$ cat config.mk
export PLATFORM = sky130hd
export DESIGN_NAME = evt_sched
export DESIGN_NICKNAME = d
export VERILOG_FILES = /design/src/rtl/evt_sched_pkg.sv /design/src/rtl/evt_sched_hold.sv /design/src/rtl/evt_sched_cam.sv /design/src/rtl/evt_sched_out.sv /design/src/rtl/evt_sched.sv
export SDC_FILE = /design/constraint.sdc
export NUM_CORES = 1
export LEC_CHECK = 0
export ABC_CLOCK_PERIOD_IN_PS = 4650
export BUFFER_PORTS_ARGS = -buffer_cell sky130_fd_sc_hd__clkbuf_2
export CORE_MARGIN = 4
export CORE_UTILIZATION = 24
export DETAILED_ROUTE_END_ITERATION = 10
export HOLD_SLACK_MARGIN = 0.1
export PLACE_DENSITY_LB_ADDON = 0.3
export SYNTH_ARGS = -nofsm -noshare
export SYNTH_HDL_FRONTEND = slang
export SYNTH_SLANG_ARGS = --single-unit
$ cat constraint.sdc
create_clock -name clk_i -period 4.65 [get_ports clk_i]
set_input_delay 0.2325 -clock clk_i [delete_from_list [all_inputs] [get_ports clk_i]]
set_output_delay 0.2325 -clock clk_i [all_outputs]
set_load 0.01 [all_outputs]
$ cat src/rtl/evt_sched_pkg.sv
package evt_sched_pkg;
  localparam int CMD_W = 7;
  localparam int CH_W  = 4;

  // bit6 time base, bit5 set/clear, bit4 irq enable, bits3:0 channel
  typedef struct packed {
    logic            tsel;
    logic            set;
    logic            irq_en;
    logic [CH_W-1:0] ch;
  } cmd_t;
endpackage

$ cat src/rtl/evt_sched_hold.sv
module evt_sched_hold
  import evt_sched_pkg::*;
#(
  parameter int TW = 16
) (
  input  logic          clk_i,
  input  logic          rst_ni,
  input  logic          cmd_we_i,
  input  logic          time_we_i,
  input  logic [TW-1:0] wdata_i,
  input  logic          take_i,
  output logic          hold_v_o,
  output cmd_t          hold_cmd_o,
  output logic [TW-1:0] hold_time_o
);
  cmd_t cmd_q;

  always_ff @(posedge clk_i or negedge rst_ni) begin
    if (!rst_ni) cmd_q <= '0;
    else if (cmd_we_i) cmd_q <= cmd_t'(wdata_i[CMD_W-1:0]);
  end

  // time write captures command and time together
  always_ff @(posedge clk_i or negedge rst_ni) begin
    if (!rst_ni) begin
      hold_v_o    <= 1'b0;
      hold_cmd_o  <= '0;
      hold_time_o <= '0;
    end else if (time_we_i) begin
      hold_v_o    <= 1'b1;
      hold_cmd_o  <= cmd_q;
      hold_time_o <= wdata_i;
    end else if (take_i) begin
      hold_v_o    <= 1'b0;
    end
  end
endmodule

$ cat src/rtl/evt_sched_cam.sv
module evt_sched_cam
  import evt_sched_pkg::*;
#(
  parameter int N_ENT = 8,
  parameter int TW    = 16
) (
  input  logic                   clk_i,
  input  logic                   rst_ni,
  input  logic                   hold_v_i,
  input  cmd_t                   hold_cmd_i,
  input  logic [TW-1:0]          hold_time_i,
  input  logic [TW-1:0]          timer0_i,
  input  logic [TW-1:0]          timer1_i,
  output logic                   take_o,
  output logic                   full_o,
  output logic [N_ENT-1:0]       ent_v_o,
  output logic [N_ENT-1:0]       fire_o,
  output cmd_t [N_ENT-1:0]       ent_cmd_o
);
  logic [N_ENT-1:0] sel;
  logic             found;

  // lowest-numbered free slot
  always_comb begin
    sel   = '0;
    found = 1'b0;
    for (int i = 0; i < N_ENT; i++) begin
      if (!ent_v_o[i] && !found) begin
        sel[i] = 1'b1;
        found  = 1'b1;
      end
    end
  end

  assign take_o = hold_v_i && found;
  assign full_o = hold_v_i && !found;

  for (genvar g = 0; g < N_ENT; g++) begin : g_ent
    logic [TW-1:0] time_q;
    logic [TW-1:0] base;

    assign base       = ent_cmd_o[g].tsel ? timer1_i : timer0_i;
    assign fire_o[g]  = ent_v_o[g] && (time_q == base);

    always_ff @(posedge clk_i or negedge rst_ni) begin
      if (!rst_ni) begin
        ent_v_o[g]   <= 1'b0;
        ent_cmd_o[g] <= '0;
        time_q       <= '0;
      end else if (take_o && sel[g]) begin
        ent_v_o[g]   <= 1'b1;
        ent_cmd_o[g] <= hold_cmd_i;
        time_q       <= hold_time_i;
      end else if (fire_o[g]) begin
        ent_v_o[g]   <= 1'b0;
      end
    end
  end
endmodule

$ cat src/rtl/evt_sched_out.sv
module evt_sched_out
  import evt_sched_pkg::*;
#(
  parameter int N_ENT  = 8,
  parameter int N_PINS = 6,
  parameter int N_CH   = 16
) (
  input  logic                       clk_i,
  input  logic                       rst_ni,
  input  logic [N_ENT-1:0]           fire_i,
  input  logic [N_ENT-1:0][CH_W-1:0] ch_i,
  input  logic [N_ENT-1:0]           set_i,
  input  logic [N_ENT-1:0]           irq_en_i,
  output logic [N_PINS-1:0]          pins_o,
  output logic [N_CH/2-1:0]          evt_o,
  output logic                       irq_o
);
  localparam int EVT_BASE = N_CH / 2;
  localparam int N_EVT    = N_CH - EVT_BASE;

  logic [N_PINS-1:0] set_m, clr_m;
  logic [N_EVT-1:0]  evt_d;
  logic              irq_d;

  always_comb begin
    set_m = '0;
    clr_m = '0;
    evt_d = '0;
    irq_d = 1'b0;
    for (int i = 0; i < N_ENT; i++) begin
      if (fire_i[i]) begin
        if (irq_en_i[i]) irq_d = 1'b1;
        for (int p = 0; p < N_PINS; p++) begin
          if (ch_i[i] == CH_W'(p)) begin
            if (set_i[i]) set_m[p] = 1'b1;
            else          clr_m[p] = 1'b1;
          end
        end
        for (int k = 0; k < N_EVT; k++) begin
          if (ch_i[i] == CH_W'(EVT_BASE + k)) evt_d[k] = 1'b1;
        end
      end
    end
  end

  // clear beats set on the same pin
  always_ff @(posedge clk_i or negedge rst_ni) begin
    if (!rst_ni) begin
      pins_o <= '0;
      evt_o  <= '0;
      irq_o  <= 1'b0;
    end else begin
      pins_o <= (pins_o | set_m) & ~clr_m;
      evt_o  <= evt_d;
      irq_o  <= irq_d;
    end
  end
endmodule

$ cat src/rtl/evt_sched.sv
module evt_sched
  import evt_sched_pkg::*;
#(
  parameter int N_ENT  = 8,
  parameter int TW     = 16,
  parameter int N_PINS = 6,
  parameter int N_CH   = 16
) (
  input  logic              clk_i,
  input  logic              rst_ni,
  input  logic              cmd_we_i,
  input  logic              time_we_i,
  input  logic [TW-1:0]     wdata_i,
  input  logic [TW-1:0]     timer0_i,
  input  logic [TW-1:0]     timer1_i,
  output logic [N_PINS-1:0] pins_o,
  output logic [N_CH/2-1:0] evt_o,
  output logic              irq_o,
  output logic              full_o
);
  logic                       hold_v, take;
  cmd_t                       hold_cmd;
  logic [TW-1:0]              hold_time;
  logic [N_ENT-1:0]           ent_v, fire;
  cmd_t [N_ENT-1:0]           ent_cmd;
  logic [N_ENT-1:0][CH_W-1:0] ent_ch;
  logic [N_ENT-1:0]           ent_set, ent_irq;

  evt_sched_hold #(.TW(TW)) i_hold (
    .clk_i, .rst_ni, .cmd_we_i, .time_we_i, .wdata_i,
    .take_i(take), .hold_v_o(hold_v), .hold_cmd_o(hold_cmd), .hold_time_o(hold_time)
  );

  evt_sched_cam #(.N_ENT(N_ENT), .TW(TW)) i_cam (
    .clk_i, .rst_ni, .hold_v_i(hold_v), .hold_cmd_i(hold_cmd), .hold_time_i(hold_time),
    .timer0_i, .timer1_i, .take_o(take), .full_o,
    .ent_v_o(ent_v), .fire_o(fire), .ent_cmd_o(ent_cmd)
  );

  for (genvar g = 0; g < N_ENT; g++) begin : g_fld
    assign ent_ch[g]  = ent_cmd[g].ch;
    assign ent_set[g] = ent_cmd[g].set;
    assign ent_irq[g] = ent_cmd[g].irq_en;
  end

  evt_sched_out #(.N_ENT(N_ENT), .N_PINS(N_PINS), .N_CH(N_CH)) i_out (
    .clk_i, .rst_ni, .fire_i(fire), .ch_i(ent_ch), .set_i(ent_set), .irq_en_i(ent_irq),
    .pins_o, .evt_o, .irq_o
  );
endmodule

# [Word level (Yosys, flattened, before mapping)]
# Index checks and enable logic that the tools add are counted.
[word_totals] ff_bits=238 input_bits=52 output_inout_bits=16 elab_cells=559
[op_classes] n_eq_ne=112 muxes=327 n_bitwise=3 n_reduce_logical=56
[op_table] op="two-way mux 1 bit" n=295
[op_table] op="== test 4 bit (second input constant)" n=64
[op_table] op="== test 16 bit" n=8
[op_table] op="two-way mux 16 bit" n=8
[op_table] op="two-way mux 6 bit" n=16
[op_table] op="== test 4 x 2 -> 1 bit (second input constant)" n=16
[op_table] op="== test 4 x 3 -> 1 bit (second input constant)" n=16
[op_table] op="two-way mux 8 bit" n=8
[op_table] op="== test 4 x 1 -> 1 bit (second input constant)" n=8
[op_table] op="zero test 4 bit" n=8
[op_table] op="logical AND 1 bit" n=25
[op_table] op="nonzero test 2 bit" n=9
[op_table] op="zero test 1 bit" n=14
[op_table] op="bitwise AND 6 bit" n=1
[op_table] op="inverter 6 bit" n=1
[op_table] op="bitwise OR 6 bit" n=1

# [Logic depth before layout (Yosys ltp)]
# Gate-level depths: netlist of the first run.
[logic_depth] word_depth=27 mapped_depth=12 mapped_depth_nobuf=8

# [By module]
# Synthesis of the first run repeated with hierarchy kept, for this count alone.
[hier_totals] cells_unflattened=1122 hier_area_um2=13337.8
[by_module_without_submodules] module="evt_sched_cam" instances=1 cells_per_inst=784 area_each_um2=10105.9 seq_area_each_um2=4804.6
[by_module_without_submodules] module="evt_sched_out" instances=1 cells_per_inst=271 area_each_um2=1979.4 seq_area_each_um2=375.4
[by_module_without_submodules] module="evt_sched_hold" instances=1 cells_per_inst=67 area_each_um2=1252.5 seq_area_each_um2=775.7

# [Worst setup path before layout of the first run]
# OpenSTA, ideal clock, no wires.
[synth_path] path_kind="register -> register" start="register i_cam.ent_cmd_o[41] in the netlist's numbering" end="register i_out.pins_o[5]" setup_time_ns=0.080 arrival_time_ns=2.835 t_required_ns=4.570 slack_ns=1.735 path_stages_with_launch=11 path_buffers=2 period_less_slack_ns=2.915 cell_sequence="dfrtp_1 > buf_6 > mux2i_1 > mux2_1 > or4_1 > or4_4 > buf_6 > or4_1 > nand4_1 > nor2_1 > nor3_2"
[synth_via] elab_chain_cells=12
[synth_rtl] item="start, declared" line_no="evt_sched_cam.sv:18" source="output cmd_t [N_ENT-1:0] ent_cmd_o"
[synth_rtl] item="start signal, assigned by index" line_no="evt_sched_cam.sv:52" source="ent_cmd_o[g] <= hold_cmd_i;"
[synth_rtl] item="two-way mux 16 bit *" line_no="evt_sched_cam.sv:42" source="assign base = ent_cmd_o[g].tsel ? timer1_i : timer0_i;"
[synth_rtl] item="== test 16 bit *" line_no="evt_sched_cam.sv:43" source="assign fire_o[g] = ent_v_o[g] && (time_q == base);"
[synth_rtl] item="logical AND 1 bit *" line_no="evt_sched_cam.sv:43"
[synth_rtl] item="two-way mux 6 bit" line_no="evt_sched_out.sv:31" source="if (fire_i[i]) begin"
[synth_rtl] item="two-way mux 1 bit" line_no="evt_sched_out.sv:35" source="if (set_i[i]) set_m[p] = 1'b1;"
[synth_rtl] item="two-way mux 1 bit" line_no="evt_sched_out.sv:34" source="if (ch_i[i] == CH_W'(p)) begin"
[synth_rtl] item="two-way mux 6 bit" line_no="evt_sched_out.sv:31"
[synth_rtl] item="two-way mux 1 bit" line_no="evt_sched_out.sv:35"
[synth_rtl] item="two-way mux 1 bit" line_no="evt_sched_out.sv:34"
[synth_rtl] item="two-way mux 6 bit" line_no="evt_sched_out.sv:31"
[synth_rtl] item="bitwise OR 6 bit / inverter 6 bit (equally long branches)" line_no="evt_sched_out.sv:53" source="pins_o <= (pins_o | set_m) & ~clr_m;"
[synth_rtl] item="bitwise AND 6 bit *" line_no="evt_sched_out.sv:53"
[synth_rtl] item="end signal, assigned" line_no="evt_sched_out.sv:53"
[synth_rtl] item="end, declared" line_no="evt_sched_out.sv:14" source="output logic [N_PINS-1:0] pins_o,"
# Mark *: on every way between the ends. The rest lies on a longest branch, timed or not.
# A chain may end at the register's enable or synchronous reset.

# [Worst setup path in the final report of the first run]
[layout_path] start="register i_cam.ent_cmd_o[41] in the netlist's numbering" end="register i_out.evt_o[2]"
[layout_via] elab_chain_cells=8
[layout_rtl] item="two-way mux 16 bit *" line_no="evt_sched_cam.sv:42"
[layout_rtl] item="== test 16 bit *" line_no="evt_sched_cam.sv:43"
[layout_rtl] item="logical AND 1 bit *" line_no="evt_sched_cam.sv:43"
[layout_rtl] item="two-way mux 8 bit *" line_no="evt_sched_out.sv:31"
[layout_rtl] item="two-way mux 1 bit" line_no="evt_sched_out.sv:40" source="if (ch_i[i] == CH_W'(EVT_BASE + k)) evt_d[k] = 1'b1;"
[layout_rtl] item="two-way mux 8 bit *" line_no="evt_sched_out.sv:31"
[layout_rtl] item="two-way mux 1 bit" line_no="evt_sched_out.sv:40"
[layout_rtl] item="two-way mux 8 bit *" line_no="evt_sched_out.sv:31"
[layout_rtl] item="via i_out.evt_d[2]" line_no="evt_sched_out.sv:22" source="logic [N_EVT-1:0] evt_d;"
[layout_rtl] item="end signal, assigned" line_no="evt_sched_out.sv:54" source="evt_o <= evt_d;"
[layout_rtl] item="end, declared" line_no="evt_sched_out.sv:15" source="output logic [N_CH/2-1:0] evt_o,"
# The timed path passes the listed nets; every way through them passes the cells marked *.

==> results.md, run 1 <==
* Tmin final at 3.91 ns
* Layout cells sized above 1 at 28.1%
* Clk pin slew, worst setup/hold paths at 0.06 ns
* Syn Inst Count at 1,250
* Worst EP required at 5.11 ns
* PwrDens at 304 nW/um2
* CTS tree: yes
* Main combinational cell family by area after synthesis: multiplexers
* Pleak at 6.77 nW
* # Post-CTS Setup Buffers at 0
* Final hold vios at 0
* # diodes at 0
* Library cells used by synthesis at 69
* Vias in the first global route at 10,972
* FF-to-FF End: i_out.evt_o[2]
* IO Count at 68
* WL final at 52,400 um
* Critical Path AT at 4.38 ns
* Initial Utilization at 24.2%
* Placed cells at 1,997
* GP Congestion at 0.930
* Pin count of the biggest net entering global routing at 114
* Detailed placer's ending HPWL at 36,800 um
* GRT Util Overall at 16.4%
* Max transition margin at 12.1%
* NumNets Final at 1,332
* CP Launch Type: flip-flop
* Peak supply drop at 212 uV
* #FFs+latches synth at 238
* RSZ-0062 raised after global routing: no
* Post-synthesis compound-gate area fraction at 4.74%
* Die H at 249 um
* Crit Path Category: reg -> reg
* Critical path's slowest cell: nor4b_1
* Least-Margin Pin Slew at 1.30 ns
* Vias per Instance at 5.15
* Placed Area at 15,000 um2
* Synthesized area per cell at 11.2 um2
* Peak Freq at 255 MHz
* Max incr delay on CP at 1.10 ns
* Post-synth ARST share at 100%
* Final setup skew at 0.0164 ns
* Die Span X at 249 um
* Post-Syn Area at 13,900 um2
* CTS Hold Buffers Added at 18
* Setup TNS at 0 ns
* Syn Nets at 1,302
* R2R Path Start: i_cam.ent_cmd_o[41]
* Crit. End Element: flip-flop
* Clock sink total at 238
* Max-slew violation count at 0
* Root Driver: clkbuf_16
* Clk Latency, worst-skew pair at 0.56 ns
* Mux share of post-synthesis cell area at 26.6%
* First-pass GRT wire length at 77,100 um
* CP max FO at 17
* Most used DFF post-synth: dfrtp_1
* CTS Buffer Depth at 3
* DRC Markers at 0
* Overflow after GRT at 0
* Initial antenna violation count at 4
* Vias post-DR at 10,636
* Sequential area share after synthesis at 42.7%
* Synth warn at 0
* Post-synth EDFFs at 0
* Worst Reg-to-Reg Cells at 8
* Period utilization at 84.2%
* Maxcap violations at 0
* CP Cell Sequence: mux2i_1 -> xor2_1 -> nand4_1 -> or4b_1 -> nor4b_1 -> and3_1 -> a311oi_1 -> o2111ai_1
* DIE AREA at 62,000 um2
* Drt pass-1 iters at 5
* HP Class: in -> async
* Per-cell routed wire length at 25.3 um
* FF-to-FF setup slack at 0.74 ns
* Detail Route Antenna Nets at 0
* Starting DRT DRC Count at 1,039
* IO buf count at 67
* Htree depth at 1
* XOR/XNOR share of the synthesized area at 8.11%
* Outcome: completed
* Area Overhead vs Synth at 15.6%
* Cell row count at 88
* Final Instance Count excl. Fillers at 2,066
* Final instance area at 16,100 um2
* # setup viols final at 0
* Post_cts resized at 0
* Post-Synth Adder-Cell Area at 0%
* Num CTS Buffers at 28
* Core area at 57,600 um2
* Area share of and/or/nand/nor cells after synthesis at 14.7%
[where the power goes]
group / total, mW / switching [mW] / leakage, nW / internal (mW)
logic: 0.383 / 0.231 / 3.11 / 0.151
clock network: 2.25 / 0.924 / 0.470 / 1.33
registers: 2.27 / 0.145 / 3.19 / 2.12
[per-stage QoR]
stage	power, mW	util, %	hold WS [ns]	setup WS, ns
floorplan	2.43	-	-0.0631	1.74
global placement	2.67	26.0	0.286	0.913
detailed placement	2.67	26.0	0.291	0.913
CTS	4.96	28.0	0.296	0.885
global route	5.08	28.0	0.344	0.651
finish	4.90	28.0	0.264	0.736
[cell type report]
class                           count  area (um2)
Tap cell                          765         957
Timing Repair Buffer              102         666
Clock buffer                       38         810
Clock inverter                     13         123
Fill cell                        5982       41500
Inverter                            7        26.3
Sequential cell                   238        5960
Multi-Input combinational cell    903        7580
[Yosys cell counts, types with 5 or more instances]
cell type	count	area (um2)
buf_2	9	45.0
xnor2_1	61	534
nor2b_1	21	131
a32oi_1	10	87.6
and3_1	18	113
nor3_1	24	120
clkbuf_1	85	319
inv_1	7	26.3
a22oi_1	7	52.6
xor2_1	68	596
nand4b_1	7	61.3
nor2_1	52	195
nand2b_1	18	113
nor4b_1	5	43.8
and2_1	9	56.3
or3b_2	5	43.8
or4_1	10	75.1
or4b_1	7	70.1
dfrtp_1	238	5960
mux2_2	213	2400
nand3_1	29	145
nand2_1	41	154
nor4_1	27	169
and3b_1	5	43.8
mux2i_1	129	1290
nand3b_1	8	60.1
and4_1	5	43.8
nand4_1	42	263
a31oi_1	9	56.3
[logic make-up (layout without fill, tap and decap cells)]
family,count (synthesis),after routing
and+or+nand+nor,350,350
muxes,343,343
DFF,238,238
xor gates and xnor gates,129,129
buffers and inverters,109,160
AOI/OAI and AO/OA,81,81
[how the worst max path moves through the flow]
stage                     slack (ns)           startpoint               to
after CTS                       0.88  i_cam.ent_cmd_o[41]   i_out.evt_o[2]
after global routing            0.65  i_cam.ent_cmd_o[41]   i_out.evt_o[2]
after floorplan                 1.74  i_cam.ent_cmd_o[41]  i_out.pins_o[5]
final                           0.74  i_cam.ent_cmd_o[41]   i_out.evt_o[2]
after detailed placement        0.91  i_cam.ent_cmd_o[41]   i_out.evt_o[2]
after global placement          0.91  i_cam.ent_cmd_o[41]   i_out.evt_o[2]
[routing by layer]
| layer | vias to the layer above | global-route usage, % | wire length, um |
|---|---|---|---|
| met1 | 5505 | 22.5 | 23600 |
| li1 | 4652 | - | - |
| met4 | 0 | 5.85 | 1980 |
| met3 | 103 | 2.33 | 2540 |
| met5 | - | 0 | 0 |
| met2 | 376 | 26.6 | 24200 |
[cells in the final DEF (no fill, tap or decap), drive strengths merged, types with 5 or more instances in the layout]
| master | n |
|---|---|
| a22oi | 7 |
| a31oi | 9 |
| a32oi | 10 |
| and2 | 10 |
| and3 | 18 |
| and3b | 5 |
| and4 | 5 |
| buf | 18 |
| clkbuf | 104 |
| clkinv | 10 |
| dfrtp | 238 |
| dlygate4sd3 | 18 |
| inv | 8 |
| mux2 | 214 |
| mux2i | 129 |
| nand2 | 41 |
| nand2b | 18 |
| nand3 | 29 |
| nand3b | 8 |
| nand4 | 42 |
| nand4b | 7 |
| nor2 | 52 |
| nor2b | 21 |
| nor3 | 25 |
| nor4 | 27 |
| nor4b | 5 |
| or3b | 5 |
| or4 | 11 |
| or4b | 9 |
| xnor2 | 61 |
| xor2 | 68 |
[registers in the layout, indices dropped and copies added, names as in the netlist]
signal              flops
i_cam.g_ent.time_q    128
i_cam.ent_v_o           8
i_out.irq_o             1
i_hold.hold_v_o         1
i_hold.cmd_q            7
i_out.pins_o            6
i_out.evt_o             8
i_cam.ent_cmd_o        56
i_hold.hold_time_o     16
i_hold.hold_cmd_o       7
[worst max-delay path, delay by kind of cell (launching register included)]
kind / cells / cell delay [ns]
xor gates and xnor gates: 1 / 0.24
and+or+nand+nor: 4 / 2.16
muxes: 1 / 0.29
AOI/OAI and AO/OA: 2 / 0.19
DFF: 1 / 0.91
No activity file was read; power rests on OpenSTA's default activity.
==> run 2, diff against run 1 <==
ABC_CLOCK_PERIOD_IN_PS = 3300   (was 4650)
clock period = 3.3 ns   (was 4.65 ns; I/O delays follow)
==> results.md, run 2 (same netlist as run 1, synthesis figures left out) <==
* DRC Markers at 0 (unchanged)
* Final hold vios at 0 (unchanged)
* Switching Share at 26.9% (+0.35 points)
* CTS Buffer Depth at 3 (unchanged)
* Pin count of the biggest net entering global routing at 78 (-32%)
* Initial antenna violation count at 2 (-2)
* Vias in the first global route at 11,021 (+0.45%)
* Max Used Layer: met5
* Vias post-DR at 10,936 (+2.8%)
* Starting DRT DRC Count at 1,072 (+3.2%)
* Clk pin slew, worst setup/hold paths at 0.07 ns (about the same)
* Critical Path AT at 3.55 ns (-0.83 ns)
* Period utilization at 93.7% (+9.5 points)
* Placed Area at 15,300 um2 (+2.1%)
* Peak supply drop at 297 uV (+40%)
* Crit. End Element: flip-flop
* Htree depth at 1 (unchanged)
* PwrDens at 411 nW/um2 (+35%)
* Least-Margin Pin Slew at 0.929 ns (-0.372 ns)
* Biggest regs: i_cam.g_ent.time_q (128), i_cam.ent_cmd_o (56), i_hold.hold_time_o (16)
* Per-cell routed wire length at 25.4 um (+0.19%)
* Vias per Instance at 5.21 (+1.3%)
* Detail Route Antenna Nets at 0 (unchanged)
* Drt pass-1 iters at 5 (unchanged)
* Clock share of power at 44.1% (-1.8 points)
* Worst Reg-to-Reg Cells at 9 (+1)
* Outcome: completed
* Net switching power at 1.81 mW (+39%)
* Layout cells sized above 1 at 29.3% (+1.3 points)
* Cell row count at 88 (unchanged)
* CP Launch Type: flip-flop
* Sequential Power Share at 47.4% (+1.2 points)
* Die H at 249 um (unchanged)
* Maxcap violations at 0 (unchanged)
* Max-slew violation count at 0 (unchanged)
* IO Count at 68 (unchanged)
* Num CTS Buffers at 26 (-7.1%)
* Detailed placer's ending HPWL at 37,900 um (+2.9%)
* Overflow after GRT at 0 (unchanged)
* CTS Hold Buffers Added at 20 (+2)
* Clock sink total at 238 (unchanged)
* Fill cells at 5,983 (+0.017%)
* Post-Route M1 WL at 23,500 um (-0.39%)
* Tmin final at 3.09 ns (-0.823 ns)
* Commonest cells after routing, fill and taps aside: dfrtp_1 (238), mux2_2 (213), mux2i_1 (129)
* Final setup skew at 0.0230 ns (+0.00661 ns)
* Area Overhead vs Synth at 17.3%
* GP Congestion at 0.960 (+3.3%)
* Root Driver: clkbuf_16
* Max transition margin at 37.6% (+26 points)
* Worst EP required at 3.76 ns (-1.35 ns)
* # diodes at 0 (unchanged)
* Crit Path Category: reg -> reg
* Pleak at 6.91 nW (+2.2%)
* CP Cell Sequence: buf_4 -> mux2i_1 -> xnor2_1 -> or4_1 -> or4_4 -> or4_1 -> nand4_1 -> nor2_1 -> a211oi_1
* Met3 Routed Length at 3030 um (+20%)
* Critical path's slowest cell: or4_4
* Max incr delay on CP at 0.63 ns (-0.47 ns)
* Peak Freq at 323 MHz (+27%)
* Setup TNS at 0 ns (unchanged)
* Post_cts resized at 0 (unchanged)
* Die Span X at 249 um (unchanged)
* Cell depth of the worst setup path at 9 (+1)
* IO buf count at 67 (unchanged)
* HP Class: in -> async
* First-pass GRT wire length at 77,800 um (+0.84%)
* Bufs and invs on worst path at 1 (+1)
* NumNets Final at 1,368 (+2.7%)
* Register with the most flip-flops: i_cam.g_ent.time_q
* Comb power frac at 8.5% (+0.7 points)
* Number of flip-flops under the largest register name at 128 (unchanged)
* Commonest non-fill, non-tap cell in the layout: dfrtp_1
* Core area at 57,600 um2 (unchanged)
* # Post-CTS Setup Buffers at 0 (unchanged)
* WL met2 at 24,300 um (+0.12%)
* CP max FO at 11 (-6)
* Initial Utilization at 24.2% (unchanged)
* CP dominant cell by count: or4_1
* Final instance area at 16,400 um2 (+1.5%)
* RSZ-0062 raised after global routing: no
* Clk Latency, worst-skew pair at 0.57 ns (about the same)
* WL final at 53,300 um (+1.7%)
* Int Pwr at 4.91 mW (+36%)
* DIE AREA at 62,000 um2 (unchanged)
* Crit-path leading delay family: simple AND/OR/NAND/NOR gates
* GRT Util Overall at 16.7% (+0.31 points)
* # setup viols final at 0 (unchanged)
* CTS tree: yes
run 2: changes by cell type in the layout (fill, tap and decap cells not counted), sizes merged:
cell | before | now
buf | 18 | 54
clkinv | 10 | 4
clkinvlp | 0 | 1
dlygate4sd3 | 18 | 20
inv | 8 | 7
run 2: routing by layer:
metal  up-vias  track usage (%)
li1       4732                -
met1      5630             22.7
met2       440             26.9
met3       132             2.48
met4         2             6.72
met5         -                0
run 2: per-stage QoR:
stage / std cells / hold WS (ns) / utilization, % / power, mW / worst slack (ns)
after detailed placement: 2033 / 0.204 / 26.6 / 3.78 / 0.255
after global placement: 2033 / 0.203 / 26.6 / 3.78 / 0.233
final: 2098 / 0.197 / 28.4 / 6.71 / 0.209
after CTS: 2098 / 0.199 / 28.4 / 6.79 / 0.203
after global routing: 2098 / 0.257 / 28.4 / 6.95 / 0.0598
after floorplan: 1250 / -0.131 / - / 3.43 / 0.385
run 2: path summary, 6_finish.rpt:
kind	end	from	slack, ns
max in group asynchronous	i_cam.g_ent[7].time_q[13]	rst_ni	2.19
min in group clk_i	i_hold.hold_time_o[8]	wdata_i[8]	0.36
max	i_out.pins_o[1]	i_cam.ent_cmd_o[41]	0.21
max reg2reg	i_out.pins_o[1]	i_cam.ent_cmd_o[41]	0.21
min	i_out.evt_o[1]	rst_ni	0.20
min reg2reg	i_cam.ent_cmd_o[11]	i_cam.ent_cmd_o[11]	0.51
run 2: worst reg2reg max path: cells and delay by family, from the launching register on:
kind | cells | cell delay [ns]
AND/OR/NAND/NOR | 5 | 1.83
flip-flops | 1 | 0.38
multiplexers | 1 | 0.23
AO/OA/AOI/OAI | 1 | 0.23
buffers and inverters | 1 | 0.21
XOR/XNOR | 1 | 0.10
run 2: power by group through the flow:
stage	Sequential (mW)	Clock [mW]	Combinational [mW]
floorplan	3.11	0	0.322
global placement	3.24	0	0.543
finish	3.18	2.96	0.569
global route	3.19	3.14	0.617
CTS	3.18	3.04	0.570
detailed placement	3.24	0	0.547
run 2: cell type report:
| type | count | area [um2] | share of cell area, % |
|---|---|---|---|
| Tap cell | 765 | 957 | 5.85 |
| Clock buffer | 38 | 736 | 4.50 |
| Multi-Input combinational cell | 903 | 7580 | 46.3 |
| Timing Repair Buffer | 140 | 1010 | 6.15 |
| Inverter | 7 | 26.3 | 0.161 |
| Clock inverter | 7 | 98.8 | 0.604 |
| Sequential cell | 238 | 5960 | 36.4 |
==> run 3, diff against run 2 <==
SETUP_SLACK_MARGIN = 0.5   (was default)
==> results.md, run 3 (same netlist as run 1, synthesis figures left out) <==
* Outcome: completed
* Critical Path AT at 3.49 ns (-0.06 ns)
* Die H at 249 um (unchanged)
* Tmin final at 3.01 ns (-0.0843 ns)
* Vias in the first global route at 11,237 (+2.0%)
* Multi-input gate area at 7800 um2 (+3.0%)
* Commonest cells after routing, fill and taps aside: dfrtp_1 (234), mux2_2 (213), mux2i_1 (121)
* Vias per Instance at 5.14 (-1.3%)
* WL met2 at 26,100 um (+7.7%)
* Num CTS Buffers at 28 (+7.7%)
* Peak Freq at 333 MHz (+2.8%)
* Clk pin slew, worst setup/hold paths at 0.06 ns (about the same)
* Htree depth at 1 (unchanged)
* Crit Path Category: reg -> reg
* Register with the most flip-flops: i_cam.g_ent.time_q
* PwrDens at 411 nW/um2 (+0.19%)
* Vias post-DR at 10,977 (+0.37%)
* Overflow after GRT at 0 (unchanged)
* Worst EP required at 3.78 ns (+0.02 ns)
* DRC Markers at 0 (unchanged)
* NumNets Final at 1,398 (+2.2%)
* Crit. End Element: flip-flop
* CTS tree: yes
* Peak supply drop at 283 uV (-5.0%)
* Initial Utilization at 24.2% (unchanged)
* Per-cell routed wire length at 25.7 um (+1.4%)
* CP max FO at 7 (-4)
* GRT Util Overall at 17.2% (+0.49 points)
* Detailed placer's ending HPWL at 39,000 um (+3.0%)
* Final core occ at 29.4% (+1.0 points)
* Area Overhead vs Synth at 21.6%
* FF-to-FF setup slack at 0.29 ns (+0.08 ns)
* FF-to-FF End: i_out.pins_o[3]
* Total chip power at 6.97 mW (+3.8%)
* WL final at 54,900 um (+3.1%)
* Least-Margin Pin Slew at 0.934 ns (+0.00546 ns)
* Drt pass-1 iters at 5 (unchanged)
* Post-Route M1 WL at 24,300 um (+3.5%)
* # setup viols final at 0 (unchanged)
* Final setup skew at 0.0270 ns (+0.00397 ns)
* Fill cells at 5,939 (-0.74%)
* GP Congestion at 0.929 (-3.3%)
* CP Launch Type: flip-flop
* Clk Latency, worst-skew pair at 0.58 ns (about the same)
* Cell row count at 88 (unchanged)
* Met3 Routed Length at 2660 um (-12%)
* Max-slew violation count at 0 (unchanged)
* Period utilization at 91.1% (-2.6 points)
* Initial antenna violation count at 1 (-1)
* IO Count at 68 (unchanged)
* Commonest non-fill, non-tap cell in the layout: dfrtp_1
* IO buf count at 67 (unchanged)
* Pin count of the biggest net entering global routing at 101 (+29%)
* HP Class: in -> async
* Core area at 57,600 um2 (unchanged)
* Final hold vios at 0 (unchanged)
* DIE AREA at 62,000 um2 (unchanged)
* Setup TNS at 0 ns (unchanged)
* Number of flip-flops under the largest register name at 128 (unchanged)
* CTS Buffer Depth at 3 (unchanged)
* Root Driver: clkbuf_16
* Worst Reg-to-Reg Cells at 10 (+1)
* Die Span X at 249 um (unchanged)
* Clock sink total at 238 (unchanged)
* Starting DRT DRC Count at 953 (-11%)
* Detail Route Antenna Nets at 0 (unchanged)
* Sequential Area at 5960 um2 (about the same)
* Maxcap violations at 0 (unchanged)
* Layout cells sized above 1 at 34.1% (+4.8 points)
* R2R Path Start: i_cam.ent_cmd_o[41]
* RSZ-0062 raised after global routing: yes
* Biggest regs: i_cam.g_ent.time_q (128), i_cam.ent_cmd_o (56), i_hold.hold_time_o (16)
* Pleak at 7.18 nW (+3.9%)
* First-pass GRT wire length at 80,400 um (+3.4%)
* Max Used Layer: met5
* Max transition margin at 37.7% (+0.11 points)
==> run 3: cell count changes in the layout (fill, tap and decap cells not counted), sizes merged <==
cell	change
clkdlybuf4s15	+1
dlygate4sd3	-2
diode	+3
clkinvlp	+2
buf	+28
clkbuf	+1
clkinv	+3
==> run 3: cell type report <==
type | count | area share (%)
Inverter | 7 | 0.155
Tap cell | 765 | 5.65
Multi-Input combinational cell | 903 | 46.0
Clock buffer | 38 | 4.65
Sequential cell | 238 | 35.2
Antenna cell | 3 | 0.0443
Clock inverter | 12 | 0.886
Timing Repair Buffer | 168 | 7.40
==> run 3: worst max-delay path: stages, from the launching register on <==
cell,delay [ns]
dfrtp_1,0.41
buf_12,0.15
buf_12,0.13
mux2i_2,0.14
xnor2_1,0.16
or4_1,0.53
or4_4,0.59
or4b_1,0.49
nand4_1,0.12
nor2_1,0.05
a211oi_2,0.14
==> run 3: worst max-delay path by stage <==
stage	start	end	slack (ns)	cells past startpoint
after floorplan	i_cam.ent_cmd_o[41]	i_out.pins_o[5]	0.46	11
after global placement	i_cam.ent_cmd_o[41]	i_out.pins_o[1]	0.26	9
after detailed placement	i_cam.ent_cmd_o[41]	i_out.pins_o[1]	0.22	9
after CTS	i_cam.ent_cmd_o[41]	i_out.pins_o[3]	0.31	10
after global routing	i_cam.ent_cmd_o[41]	i_out.pins_o[3]	0.19	10
final	i_cam.ent_cmd_o[41]	i_out.pins_o[3]	0.29	10
==> run 3: per-stage QoR <==
step,std cells,worst slack [ns],instance area (um2),hold WS (ns)
detailed placement,2036,0.219,15300,0.290
finish,2134,0.293,16900,0.222
CTS,2123,0.306,16700,0.277
global placement,2036,0.256,15300,0.274
floorplan,1250,0.462,13900,-0.131
global route,2131,0.189,16900,0.305
==> run 3: power by group <==
| part | switching, mW | leakage, nW | internal, mW |
|---|---|---|---|
| Combinational | 0.356 | 3.55 | 0.249 |
| Clock | 1.34 | 0.451 | 1.84 |
| Sequential | 0.204 | 3.18 | 2.99 |
==> run 3: routing by layer <==
| metal | GRT usage (%) | vias to the layer above |
|---|---|---|
| li1 | - | 4784 |
| met1 | 23.3 | 5734 |
| met2 | 28.6 | 352 |
| met3 | 2.36 | 105 |
| met5 | 0 | - |
| met4 | 5.51 | 2 |
==> run 3: repair_timing <==
item	4_1_cts	5_1_grt
hold endpoints to repair	118	0
hold buffers	18	0
pin swaps	13	16
cloned	1	1
resized for setup	23	31
setup buffers	18	7
endpoints found under the setup margin	15	15
